===== config.mk =====
export PLATFORM = sky130hd
export DESIGN_NAME = wdt_keyguard
export DESIGN_NICKNAME = d
export VERILOG_FILES = /design/src/rtl/wdt_pkg.sv /design/src/rtl/wdt_regs.sv /design/src/rtl/wdt_count.sv /design/src/rtl/wdt_keyguard.sv
export SDC_FILE = /design/constraint.sdc
export NUM_CORES = 1
export LEC_CHECK = 0
export ABC_AREA = 1
export BUFFER_PORTS_ARGS = -buffer_cell sky130_fd_sc_hd__buf_2
export CORE_UTILIZATION = 25
export DETAILED_ROUTE_END_ITERATION = 16
export PLACE_DENSITY_LB_ADDON = 0.08
export SLEW_MARGIN = 10
export SYNTH_ARGS = -nofsm -noshare
export SYNTH_HDL_FRONTEND = slang
export SYNTH_SLANG_ARGS = --single-unit

===== constraint.sdc =====
create_clock -name clk -period 2 [get_ports clk]
set_input_delay 0.6 -clock clk [delete_from_list [all_inputs] [get_ports clk]]
set_output_delay 0.6 -clock clk [all_outputs]
set_load 0.02 [all_outputs]

===== src/rtl/wdt_pkg.sv =====
package wdt_pkg;

    localparam logic [7:0] CLEAR_KEY  = 8'hAC;
    localparam logic [7:0] KEY_RDVAL  = 8'h9A;
    localparam logic [2:0] MODE_FIXED = 3'b011;
    localparam logic [7:0] MODE_INIT  = 8'h67;

    typedef struct packed {
        logic [2:0] fixed;
        logic       off;
        logic       spare;
        logic [2:0] per;
    } mode_t;

    typedef struct packed {
        logic clr;
        logic viol;
    } wr_evt_t;

    function automatic logic fixed_ok(input logic [7:0] b);
        return b[7:5] == MODE_FIXED;
    endfunction

endpackage


===== src/rtl/wdt_regs.sv =====
module wdt_regs
    import wdt_pkg::*;
#(
    parameter int ADDR_W    = 2,
    parameter int MODE_ADDR = 0,
    parameter int KEY_ADDR  = 1
) (
    input  logic              clk,
    input  logic              rst,
    input  logic              bus_wr,
    input  logic [ADDR_W-1:0] bus_addr,
    input  logic [7:0]        bus_wdata,
    input  logic              bus_bitop,
    output mode_t             mode_q,
    output logic              locked_q,
    output logic              wd_off,
    output wr_evt_t           evt
);

    logic hit_mode, hit_key, mode_take, key_ok;

    always_comb begin
        wd_off    = locked_q && mode_q.off;
        hit_mode  = bus_wr && (bus_addr == ADDR_W'(MODE_ADDR));
        hit_key   = bus_wr && (bus_addr == ADDR_W'(KEY_ADDR));
        mode_take = hit_mode && !bus_bitop && !locked_q && fixed_ok(bus_wdata);
        key_ok    = hit_key && !bus_bitop && (bus_wdata == CLEAR_KEY);
        evt.clr   = key_ok || mode_take;
        evt.viol  = ((hit_mode && !mode_take) || (hit_key && !key_ok)) && !wd_off;
    end

    always_ff @(posedge clk) begin
        if (rst) begin
            mode_q   <= mode_t'(MODE_INIT);
            locked_q <= 1'b0;
        end else if (mode_take) begin
            mode_q   <= mode_t'(bus_wdata);
            locked_q <= 1'b1;
        end
    end

endmodule


===== src/rtl/wdt_count.sv =====
module wdt_count #(
    parameter int BASE_LOG = 4,
    parameter int CNT_W    = BASE_LOG + 7
) (
    input  logic             clk,
    input  logic             rst,
    input  logic             run,
    input  logic             clr,
    input  logic [2:0]       per_sel,
    output logic [CNT_W-1:0] cnt_q,
    output logic             ovf
);

    logic [CNT_W-1:0] term;

    always_comb begin
        term = {CNT_W{1'b1}} >> (3'd7 - per_sel);
        ovf  = run && !clr && (cnt_q == term);
    end

    always_ff @(posedge clk) begin
        if (rst || clr || ovf)
            cnt_q <= '0;
        else if (run)
            cnt_q <= cnt_q + 1'b1;
    end

endmodule


===== src/rtl/wdt_keyguard.sv =====
module wdt_keyguard
    import wdt_pkg::*;
#(
    parameter int ADDR_W    = 2,
    parameter int MODE_ADDR = 0,
    parameter int KEY_ADDR  = 1,
    parameter int BASE_LOG  = 4
) (
    input  logic              clk,
    input  logic              rst,
    input  logic              bus_wr,
    input  logic [ADDR_W-1:0] bus_addr,
    input  logic [7:0]        bus_wdata,
    input  logic              bus_bitop,
    input  logic [ADDR_W-1:0] rd_addr,
    output logic [7:0]        rd_data,
    input  logic              halt_i,
    input  logic              stop_i,
    input  logic              clk_may_stop,
    output logic              rst_req
);

    localparam int CNT_W = BASE_LOG + 7;

    mode_t            mode_q;
    logic             locked_q;
    logic             wd_off;
    wr_evt_t          evt;
    logic             run;
    logic             ovf;
    logic [CNT_W-1:0] cnt_q;

    wdt_regs #(
        .ADDR_W(ADDR_W), .MODE_ADDR(MODE_ADDR), .KEY_ADDR(KEY_ADDR)
    ) u_regs (
        .clk(clk), .rst(rst),
        .bus_wr(bus_wr), .bus_addr(bus_addr), .bus_wdata(bus_wdata), .bus_bitop(bus_bitop),
        .mode_q(mode_q), .locked_q(locked_q), .wd_off(wd_off), .evt(evt)
    );

    assign run = !wd_off && !(clk_may_stop && (halt_i || stop_i));

    wdt_count #(.BASE_LOG(BASE_LOG), .CNT_W(CNT_W)) u_cnt (
        .clk(clk), .rst(rst), .run(run), .clr(evt.clr),
        .per_sel(mode_q.per), .cnt_q(cnt_q), .ovf(ovf)
    );

    always_ff @(posedge clk) begin
        if (rst) rst_req <= 1'b0;
        else     rst_req <= evt.viol || ovf;
    end

    always_comb begin
        if (rd_addr == ADDR_W'(MODE_ADDR))     rd_data = mode_q;
        else if (rd_addr == ADDR_W'(KEY_ADDR)) rd_data = KEY_RDVAL;
        else                                   rd_data = 8'h00;
    end

endmodule


Word level (Yosys, flattened, before mapping)
Index checks and enable logic that the tools add are counted.
{ "word_totals": {"ff_bits": 21, "inputBits": 19, "elab_cells": 47, "output_inout_bits": 9} }
{ "classes": {"shifts": 1, "n_mux": 2, "add_sub_neg": 2, "n_eq_ne": 5, "n_reduce_logical": 30} }
{ "ops": {"columns": ["op", "count"], "rows": [
  ["$mux 8", 2],
  ["$logic_and 1x1->1", 15],
  ["$add 11x1->11 const B", 1],
  ["$eq 11x11->1", 1],
  ["$shr 11x3->11 const A", 1],
  ["$eq 8x8->1 const B", 1],
  ["$logic_not 1->1", 7],
  ["$logic_or 1x1->1", 6],
  ["$eq 2x1->1 const B", 2],
  ["$logic_not 2->1", 2],
  ["$eq 3x2->1 const B", 1],
  ["$sub 3x3->3 const A", 1]
]} }

Logic depth before layout (Yosys ltp)
{ "depth": {"depth_word": 10, "depth_mapped": 12, "mapped_depth_nobuf": 10} }

Modules after synthesis
From an unflattened synthesis, not the netlist that was laid out.
{ "hier_totals": {"hier_cells": 207, "area_unflattened_um2": 1285.0} }
{ "modules_own_cells": {"columns": ["module", "area_each_um2", "seq_area_each_um2", "instances", "cells_per_inst"], "rows": [
  ["wdt_count", 723.2, 220.2, 1, 111],
  ["wdt_regs", 450.4, 180.2, 1, 72],
  ["wdt_keyguard", 111.4, 20.0, 1, 24]
]} }

Worst setup path after synthesis
No wires, ideal clock.
{ "synth_path": {"path_kind": "input port to output port", "from": "in rd_addr[0]", "to": "out rd_data[0]", "path_buffers": 0, "setup_slack_ps": 196, "required_ps": 1400, "t_arrival_ps": 1204, "stages": 2, "cell_sequence": "or2_2 > nor2_1"} }
{ "synth_between": {"elab_chain_cells": 2} }
{ "synth_rtl": {"columns": ["element", "line_no", "text"], "rows": [
  ["from (decl)", "wdt_keyguard.sv:15", "input logic [ADDR_W-1:0] rd_addr,"],
  ["$logic_not 2->1", "wdt_keyguard.sv:54", "if (rd_addr == ADDR_W'(MODE_ADDR)) rd_data = mode_q;"],
  ["$mux 8", "wdt_keyguard.sv:54", null],
  ["to (decl)", "wdt_keyguard.sv:16", "output logic [7:0] rd_data,"]
]} }
Every way passes these cells.

Worst setup path in the final report
{ "layout_path": {"from": "in rd_addr[1]", "to": "out rd_data[2]"} }
Same word-level chain as after synthesis.

==> results.md <==
* Diode count at 0
* Initial Util at a little over a quarter
* Routing usage on met3 at 2.168%
* Most frequent cells in the layout: nand2_1, nor2_1, buf_2
* Rows at 25
* Final ANT Viol Nets at 0
* Hold crit path type: reg -> reg
* Int Pwr at 609.2 uW
* Initial DRC Count at 34
* Via count at approximately 1.2k
* Post-layout util at 31.90%
* FF-to-FF setup slack at 290 ps
* PortBufs at 27
* Hold slack at roughly 450 ps
* Comb pwr share at between 10% and 20%
* CP Capture Type: output pin
* Clk slew on worst S/H paths at about 80 ps
* Critical path arrival at between 1000 and 1500 ps
* Clock power share at 34.9%
* Critical path class: in -> out
* Commonest non-fill, non-tap cell in the layout: nand2_1
* Peak Freq at 529.8 MHz
* Die ar. at around 0.0055 sq mm
* Post-Syn Area at between 0.001 and 0.0015 sq mm
* GR Util met1 at between 10% and 20%
* Critical path's most frequent cell: buf_2
* Slowest CP cell: or2_2
* Final count of negative-setup-slack endpoints at 0
* Placer congestion estimate at approximately 0.77
* Seq pwr share at between 50% and 60%
* Initial antenna violation count at 0
* Pleak at 0.7419 nW
* Max Slew Vio Count at 0
* Min-delay src: u_regs.mode_q[6]$_SDFFE_PP1P_
* # Max-Cap Violations at 0
* Synth Instances at between 200 and 250
* Crit share post-route at between 90% and 100%
* Critical Path, Cell by Cell: buf_2 -> or2_2 -> nor2_1 -> buf_2
* Final wirelength at approximately 3 mm
* CP Data Required Time at roughly 1400 ps
* P per Cell Area at approximately 530 mW/mm^2
* Postcts setup bufs at 0
* Worst vdd ir at between 0.2 and 0.25 mV
* Sink Count at 21
* Nature of the critical path startpoint: input pin
* Root Driver: clkbuf_8
* Total negative slack at 0 ps
* Final hold vios at 0
* Status: finished clean
* Count of different cell masters after synthesis at 22
* Hold_buf cts at 0
* Vias in the first global route at 1105
* Hold path depth at 2
* Worst r2r src: u_cnt.cnt_q[0]$_SDFFE_PP0P_
* Placement Setup Slack at about 100 ps
* Core area at a little under 0.005 sq mm
* Die width at 74.22 um
* Area growth syn-to-layout at 19.39%
* Slowest stage delay, CP at a little over 300 ps
* Max clock buf depth at 2
* RSZ-0062 raised after global routing: no
* CTS buffer count at 3
* Largest net degree at the start of global routing at 12
* IO Pins at 28
* Ratio of cells with drive above 1 in the final layout at roughly 25%
* Busiest grt layer: met2
* Final HPWL DP at 2.432 mm
* Top cell family by delay on the critical path: simple AND/OR/NAND/NOR gates
* Post-route DRC at 0
* Syn nets at about 230
* Die height at between 70 and 80 um
* Clock skew at approximately 6.0 ps
* CTS tree: yes
* First-pass GRT wire length at around 5 mm
* End of the worst hold path: u_regs.mode_q[6]$_SDFFE_PP1P_
* Syn_area_per_cell at 6.238 sq um
* Final worst-path setup slack at roughly 110 ps
* Total track usage at 12.37%
* Sequential area share after synthesis at between 30 and 40%
* Fillers at roughly 600
* Post-cts resize count at 0
* Yosys warns at 0
* CTS H-tree depth at 1
* Wire per inst at just under 10 um
* Relative slew slack at roughly 76%
* Worst Path Max Fanout at 5
* Pre-antenna DRT Iters at 4
* Reg-to-reg endpoint: u_cnt.cnt_q[2]$_SDFFE_PP0P_
* Clk_lat worst skew at 260 ps
* R2R cell count at 10
* Flops & latches, synth at 21
* Switching Fraction at approximately a quarter
* Nets@finish at between 200 and 300
* Psw at approximately 220 uW
* WP buf/inv at 2
* Via/cell ratio at between 4 and 5
* Met2 usage at between 10% and 20%
* Gr ovfl total at 0
* Minimum clock period at ~1900 ps
* Tightest Pin Transition at about 360 ps
==> worst max path at each step <==
stage	start	to	slack, ps	cells after the start
after floorplan	rd_addr[0]	rd_data[0]	200	2
after global placement	rd_addr[1]	rd_data[2]	100	4
after detailed placement	rd_addr[1]	rd_data[2]	100	4
after CTS	rd_addr[1]	rd_data[2]	100	4
after global routing	rd_addr[0]	rd_data[6]	50	4
final	rd_addr[1]	rd_data[2]	110	4
==> state kept, by name, summed over array words and instances (netlist names) <==
register         flops
u_cnt.cnt_q         11
u_regs.mode_q        8
u_regs.locked_q      1
rst_req              1
==> worst reg2reg max path, stage by stage, from the launching register on <==
cell and delay, ps:
dfxtp_1 390, ha_1 240, inv_2 60, nor2_2 130, nand2_1 80, nor2_2 70, nand2_1 60, nor2_2 120
nand2_1 100, nand2_2 290, nor2_1 70
==> stage by stage <==
| stage | total power [mW] | area [sq um] | instances |
|---|---|---|---|
| finish | 0.8305 | 1556 | 307 |
| global route | 0.8689 | 1556 | 307 |
| CTS | 0.8444 | 1556 | 307 |
| detailed placement | 0.5535 | 1511 | 303 |
| global placement | 0.5528 | 1511 | 303 |
| floorplan | 0.5123 | 1304 | 209 |
==> logic make-up after synthesis <==
| group | after synthesis | share of synthesized area, % |
|---|---|---|
| compound gates | 16 | 6.717 |
| xor+xnor | 7 | 4.703 |
| fa+ha+maj | 1 | 0.9595 |
| buf+inv | 35 | 11.90 |
| flops | 21 | 32.25 |
| simple gates | 129 | 43.47 |
==> power by group through the flow <==
| stage | combinational [mW] | clock [mW] | sequential (mW) |
|---|---|---|---|
| after floorplan | 0.0713 | 0 | 0.441 |
| after CTS | 0.112 | 0.301 | 0.432 |
| after global routing | 0.123 | 0.313 | 0.433 |
| final | 0.109 | 0.290 | 0.432 |
| after detailed placement | 0.112 | 0 | 0.442 |
| after global placement | 0.111 | 0 | 0.442 |
==> per-layer routing <==
| layer | vias up | routed length (um) |
|---|---|---|
| met5 | - | 0 |
| met3 | 5 | 69 |
| met1 | 529 | 1598 |
| li1 | 696 | - |
| met4 | 0 | 64 |
| met2 | 15 | 1295 |
==> final cells by class <==
cell class	instances	area, sq um	share of cell area, %
flip-flops and latches	21	420.4	27.01
clock buffers	4	45.04	2.894
inverters	32	121.4	7.797
multi-input cells	153	728.2	46.78
repair buffers	30	157.7	10.13
well taps	67	83.83	5.386
==> cell usage after synthesis <==
library cell / n / share of area (%)
nand2_1: 61 / 18
nor2_1: 33 / 9.5
inv_1: 25 / 7.2
dfxtp_1: 21 / 32
nor2_2: 15 / 7.2
a21oi_1: 9 / 3.5
nand3_1: 9 / 3.5
xor2_1: 7 / 4.7
inv_2: 6 / 1.7
buf_6: 3 / 2.6
nor3_1: 3 / 1.2
o211ai_1: 3 / 1.7
o21ai_0: 3 / 1.2
nand3b_1: 2 / 1.2
nand4_1: 2 / 0.96
clkinv_2: 1 / 0.38
ha_1: 1 / 0.96
nand2_2: 1 / 0.48
nand3_2: 1 / 0.77
nor3_2: 1 / 0.77
o21ai_1: 1 / 0.38
or2_2: 1 / 0.48
Note: power is estimated with default switching activity, not from simulation.
